--- src/rtl/fz_pkg.sv ---
package fz_pkg;
  typedef enum logic [1:0] {
    MODE_RST  = 2'd0,
    MODE_SET  = 2'd1,
    MODE_MIX  = 2'd2,
    MODE_HOLD = 2'd3
  } jk_mode_e;

  localparam int MODE_CNT = 3;
endpackage

--- src/rtl/fz_clamp.sv ---
module fz_clamp #(
  parameter int W    = 3,
  parameter int FULL = 6
) (
  input  logic [W-1:0] raw_i,
  output logic [W-1:0] sat_o
);
  localparam logic [W-1:0] FULL_V = W'(FULL);

  assign sat_o = (raw_i > FULL_V) ? FULL_V : raw_i;
endmodule

--- src/rtl/fz_eq.sv ---
module fz_eq #(
  parameter int W    = 3,
  parameter int FULL = 6,
  parameter int KIND = 0
) (
  input  logic [W-1:0] j_i,
  input  logic [W-1:0] k_i,
  input  logic [W-1:0] q_i,
  output logic [W-1:0] nxt_o
);
  localparam logic [W-1:0] FULL_V = W'(FULL);

  function automatic logic [W-1:0] f_and(input logic [W-1:0] a, input logic [W-1:0] b);
    return (a < b) ? a : b;
  endfunction

  function automatic logic [W-1:0] f_or(input logic [W-1:0] a, input logic [W-1:0] b);
    return (a > b) ? a : b;
  endfunction

  logic [W-1:0] nq, nk;
  assign nq = FULL_V - q_i;
  assign nk = FULL_V - k_i;

  generate
    if (KIND == 0) begin : g_rst
      assign nxt_o = f_or(f_and(j_i, nq), f_and(nk, q_i));
    end else if (KIND == 1) begin : g_set
      assign nxt_o = f_and(f_or(j_i, q_i), f_or(nk, nq));
    end else begin : g_mix
      assign nxt_o = f_and(f_and(f_or(j_i, nk), f_or(j_i, q_i)), f_or(nk, nq));
    end
  endgenerate
endmodule

--- src/rtl/fz_next.sv ---
module fz_next
  import fz_pkg::*;
#(
  parameter int W    = 3,
  parameter int FULL = 6
) (
  input  logic [W-1:0] j_i,
  input  logic [W-1:0] k_i,
  input  logic [W-1:0] q_i,
  input  logic [1:0]   mode_i,
  output logic [W-1:0] nxt_o
);
  logic [W-1:0] cand [MODE_CNT];

  for (genvar g = 0; g < MODE_CNT; g++) begin : g_eq
    fz_eq #(.W(W), .FULL(FULL), .KIND(g)) u_eq (
      .j_i  (j_i),
      .k_i  (k_i),
      .q_i  (q_i),
      .nxt_o(cand[g])
    );
  end

  always_comb begin
    case (mode_i)
      MODE_RST: nxt_o = cand[0];
      MODE_SET: nxt_o = cand[1];
      MODE_MIX: nxt_o = cand[2];
      default:  nxt_o = q_i;
    endcase
  end
endmodule

--- src/rtl/fz_jk_reg.sv ---
module fz_jk_reg #(
  parameter int W    = 3,
  parameter int FULL = 6
) (
  input  logic         clk_i,
  input  logic         rst_ni,
  input  logic         load_i,
  input  logic [W-1:0] load_val_i,
  input  logic [W-1:0] j_i,
  input  logic [W-1:0] k_i,
  input  logic [1:0]   mode_i,
  output logic [W-1:0] q_o
);
  logic [W-1:0] j_s, k_s, ld_s, q_q, q_d;

  fz_clamp #(.W(W), .FULL(FULL)) u_cl_j  (.raw_i(j_i),        .sat_o(j_s));
  fz_clamp #(.W(W), .FULL(FULL)) u_cl_k  (.raw_i(k_i),        .sat_o(k_s));
  fz_clamp #(.W(W), .FULL(FULL)) u_cl_ld (.raw_i(load_val_i), .sat_o(ld_s));

  fz_next #(.W(W), .FULL(FULL)) u_next (
    .j_i   (j_s),
    .k_i   (k_s),
    .q_i   (q_q),
    .mode_i(mode_i),
    .nxt_o (q_d)
  );

  always_ff @(posedge clk_i or negedge rst_ni) begin
    if (!rst_ni)     q_q <= '0;
    else if (load_i) q_q <= ld_s;
    else             q_q <= q_d;
  end

  assign q_o = q_q;
endmodule

--- config.mk ---
export PLATFORM = sky130hd
export DESIGN_NAME = fz_jk_reg
export DESIGN_NICKNAME = d
export VERILOG_FILES = /design/src/rtl/fz_pkg.sv /design/src/rtl/fz_clamp.sv /design/src/rtl/fz_eq.sv /design/src/rtl/fz_next.sv /design/src/rtl/fz_jk_reg.sv
export SDC_FILE = /design/constraint.sdc
export NUM_CORES = 1
export LEC_CHECK = 0
export BUFFER_PORTS_ARGS = -buffer_cell sky130_fd_sc_hd__buf_2
export CAP_MARGIN = 20
export CORE_ASPECT_RATIO = 0.75
export CORE_UTILIZATION = 45
export CTS_CLUSTER_DIAMETER = 120
export CTS_CLUSTER_SIZE = 40
export DETAILED_ROUTE_END_ITERATION = 16
export PLACE_DENSITY = 0.71
export SLEW_MARGIN = 10
export SYNTH_ARGS = -nofsm -noshare
export SYNTH_HDL_FRONTEND = slang
export SYNTH_HIERARCHICAL = 1
export SYNTH_SLANG_ARGS = --single-unit
--- constraint.sdc ---
create_clock -name clk_i -period 5.1 [get_ports clk_i]
set_input_delay 0.765 -clock clk_i [delete_from_list [all_inputs] [get_ports clk_i]]
set_output_delay 0.765 -clock clk_i [all_outputs]
set_load 0.005 [all_outputs]
### Word level (Yosys, flattened, before mapping)

Index checks and enable logic that the tools add are counted.

* $add $sub $neg: 2
* magnitude comparators: 12
* eq/ne operators: 2
* multiplexer cells: 14
* reduce and logical (&&, ||, !) cells: 2

Operators by type and width (number)
* $mux W3: 13
* $lt A3 B3 Y1: 5
* $gt A3 B3 Y1: 4
* $gt A3 B3 Y1 const B: 3
* $pmux W3 S3: 1
* $sub A3 B3 Y3 const A: 2
* $reduce_bool A4 Y1: 1
* $eq A2 B1 Y1 const B: 1
* $eq A2 B2 Y1 const B: 1
* $logic_not A2 Y1: 1

* bits in registers: 3
* input bits: 14
* output and inout bits: 3
* logic and storage cells: 33

### Logic depth before layout (Yosys ltp)

* depth in word-level cells: 11
* mapped depth: 21
* mapped depth without buffers: 21

### Cells and area by module

Netlist, hierarchy kept.

By module, submodules not included
* fz_eq (u_next.g_eq[2].u_eq): times used 1, cells an instance 81, area each 596.8 µm², sequential area each 0.0 µm²
* fz_eq (u_next.g_eq[1].u_eq): times used 1, cells an instance 49, area each 386.6 µm², sequential area each 0.0 µm²
* fz_eq (u_next.g_eq[0].u_eq): times used 1, cells an instance 40, area each 339.1 µm², sequential area each 0.0 µm²
* fz_jk_reg: times used 1, cells an instance 6, area each 108.9 µm², sequential area each 75.1 µm²
* fz_next: times used 1, cells an instance 3, area each 78.8 µm², sequential area each 0.0 µm²
* fz_clamp: times used 3, cells an instance 3, area each 15.0 µm², sequential area each 0.0 µm²

### Worst setup path before layout

Ideal clock, no wire load.

* path type: input port to flip-flop
* start point: input j_i[0]
* end point: register q_q[1], in the netlist q_o[1]
* library setup time: 0.125 ns
* data arrival time: 4.429 ns
* required time: 4.975 ns
* slack: 0.546 ns
* stages on the path: 19
* buffers on the path: 0
* cell sequence: a21boi_1 > inv_1 > ha_1 > nand3b_1 > a32oi_1 > a21oi_1 > ha_1 > a21oi_1 > nand4b_1 > a31o_1 > nand2_1 > ha_1 > a21o_1 > nor2b_1 > a41oi_1 > o311a_1 > a31oi_1 > mux4_1 > mux2_2

RTL lines
* from (decl): RTL line fz_jk_reg.sv:9 `input logic [W-1:0] j_i,`
* to (signal assigned): RTL line fz_jk_reg.sv:30 `else if (load_i) q_q <= ld_s;`
* to (signal assigned): RTL line fz_jk_reg.sv:31 `else q_q <= q_d;`
* to (decl): RTL line fz_jk_reg.sv:14 `logic [W-1:0] j_s, k_s, ld_s, q_q, q_d;`

==> flow_summary.toml <==
[setup_path]
cp.arrival_ps = 4800
critPathLaunch = "j_i[2]"
cpMaxStageDelayCell = "mux4_1"
cp-start-kind = "primary input"
r2r_setup_slack_ps = 680
endpoint = "q_o[1]$_DFF_PN0_"
worst_ep_required_time_ps = 5200
crit_fanout = 11
cp-end-kind = "flop"
critical_path_class = "in2reg"
r2r-start = "q_o[1]$_DFF_PN0_"
path_common_cell = "ha_1"
r2r_cells = 18
worstPathCellList = "buf_2, a21boi_1, inv_1, ha_1, nand3b_1, a32oi_1, a21oi_1, ha_1, a21oi_1, nand4b_1, a31o_1, nand2_1, ha_1, a21o_1, nor2b_1, a41oi_1, o311a_1, a31oi_1, mux4_1, mux2_2"
slowest_delay_ps = 500
r2r-end = "q_o[1]$_DFF_PN0_"

[grt]
grt_pass1_wl_mm = 5.67
grt_use_total_pct = 19.4
grt_max_degree = 17
grt_pass1_vias = 1222
antenna_found_initial = 0
grt.overflow.total = 0

[timing]
rsz0062_at_grt = "no"
finalCriticalPeriod_ps = 4700
clock_skew_ps = 1.75
setup_violations = 0
fmax_ghz = 0.213
final.period_utilization_pct = 92.1
finalMaxSlewViolations = 0
layout_setup_ws_ps = 404
slew-limit-headroom_pct = 70.6
setup_tns_ps = 0
hold_viol = 0
tightest_slew_ps = 437

[cells_and_area]
diodes = 0
mostFrequentLayoutCells = "ha_1 (32), inv_1 (21), buf_2 (16)"
num-fill-cells = 315
seq_area_um2 = 75.1
area_delta_synth_final_pct = 12.2
multi_input_area_um2 = 1380
nets = 254
final_common_cell = "ha_1"
largest_reg_flops = 3
drive_gt1_share_pct = 25.1

[routing]
firstDrtPassIters = 4
ant_nets = 0
via_per_inst = 5.79
drt_iter0_drc = 115
vias = 1429
drc = 0
wl_per_cell_um = 14.1
drt-total-wl_mm = 3.49

[yosys]
ys_seq_area_share_pct = 4.83
async_flop_share_pct = 100
ys_ff_latch = 3
synthesis.area_um2 = 1560
yosysWarnings = 6
syn_avg_cell_area_um2 = 8.27
synth_fp_nets = 234
synth_cell_types = 53
synth_edf_count = 0
syn_inst = 188
synth_ff_type = "dfrtp_1"

[cts]
clock-sinks = 3
clk_pin_slew_ps = 30
post_cts_buffers = 0
clk_path_buf_depth = 2
cts-root-buf = "clkbuf_8"
cts_inserted_buffers = 3
clk_latency_ps = 220
cts-hold-fix-buffers = 0
cts_tree = "done"
cts_resized = 0
htree_levels = 1

[status]
outcome = "finished clean"

[run]
drv_cap = 0

[placed_design]
port-buffer-count = 16
pre_cts_slack_ps = 280
globalplace.congestion = 0.839
hpwlAfterDp_mm = 2.87

[floorplan]
die_x_um = 69.9
io_pins = 17
rows = 18
coreArea_um2 = 3290
floorplan.die.height_um = 52.9
initial_core_util_pct = 47.3
die-area_um2 = 3700

[worst_hold_path]
worstHoldPathType = "in2async"
-- synthesized netlist by cell type, types with 3 or more instances --
master	number	area, µm²
ha_1	32	400
inv_1	21	78.8
nand2_1	11	41.3
nor2_1	11	41.3
a21oi_1	10	50.1
clkbuf_1	6	22.5
o21a_1	6	45.0
mux2_2	5	56.3
xnor2_1	5	43.8
mux2i_1	4	40.0
nand3b_1	4	30.0
o21ai_0	4	20.0
a21boi_1	3	22.5
a21o_1	3	22.5
a21oi_2	3	26.3
a31oi_1	3	18.8
dfrtp_1	3	75.1
mux4_1	3	78.8
nand3_1	3	15.0
nor2b_1	3	18.8
o21bai_1	3	22.5
-- through the flow --
| step | cell area (µm²) | util [%] | hold WS [ps] | cells |
|---|---|---|---|---|
| after global routing | 1750 | 53.1 | 338 | 247 |
| final | 1750 | 53.1 | 335 | 247 |
| after CTS | 1750 | 53.1 | 334 | 247 |
| after detailed placement | 1700 | 51.7 | 567 | 243 |
| after floorplan | 1560 | - | 469 | 188 |
| after global placement | 1700 | 51.7 | 563 | 243 |
-- logic make-up after synthesis --
| family | Yosys count | synth area share (%) |
|---|---|---|
| AOI/OAI and AO/OA | 62 | 31.8 |
| xor gates and xnor gates | 7 | 4.43 |
| adders and majority gates | 32 | 25.7 |
| buffers and inverters | 28 | 6.76 |
| DFF | 3 | 4.83 |
| muxes | 12 | 11.3 |
| and+or+nand+nor | 44 | 15.2 |
-- metal layers --
metal	routed length (µm)	GRT usage, %	vias up
met5	0	0	-
li1	-	-	740
met2	1490	30.4	22
met1	1880	29.0	665
met3	104	0.571	2
met4	21	5.00	0
-- worst max-delay path, delay by kind of cell --
family,cells,cell delay [ps]
AO/OA/AOI/OAI,9,1940
adder cells (fa/ha/maj),3,570
buffers and inverters,2,260
multiplexers,2,770
AND/OR/NAND/NOR,4,490
-- area by class of cell --
| cell class | count | area share (%) |
|---|---|---|
| timing repair buffer | 21 | 6.74 |
| sequential | 3 | 4.30 |
| tap | 40 | 2.87 |
| inverter | 22 | 4.73 |
| multi-input combinational | 157 | 78.8 |
| clock buffer | 4 | 2.58 |
-- worst min path at each step --
stage,from,end,depth (start not counted)
finish,rst_ni,q_o[0]$_DFF_PN0_,1
global route,rst_ni,q_o[0]$_DFF_PN0_,1
CTS,rst_ni,q_o[0]$_DFF_PN0_,1
detailed placement,rst_ni,q_o[2]$_DFF_PN0_,1
global placement,rst_ni,q_o[0]$_DFF_PN0_,1
floorplan,rst_ni,q_o[0]$_DFF_PN0_,0
Power is left out: the tool's default activity adds up to more than one toggle a clock period on the data nets, which glitch-free logic cannot reach.
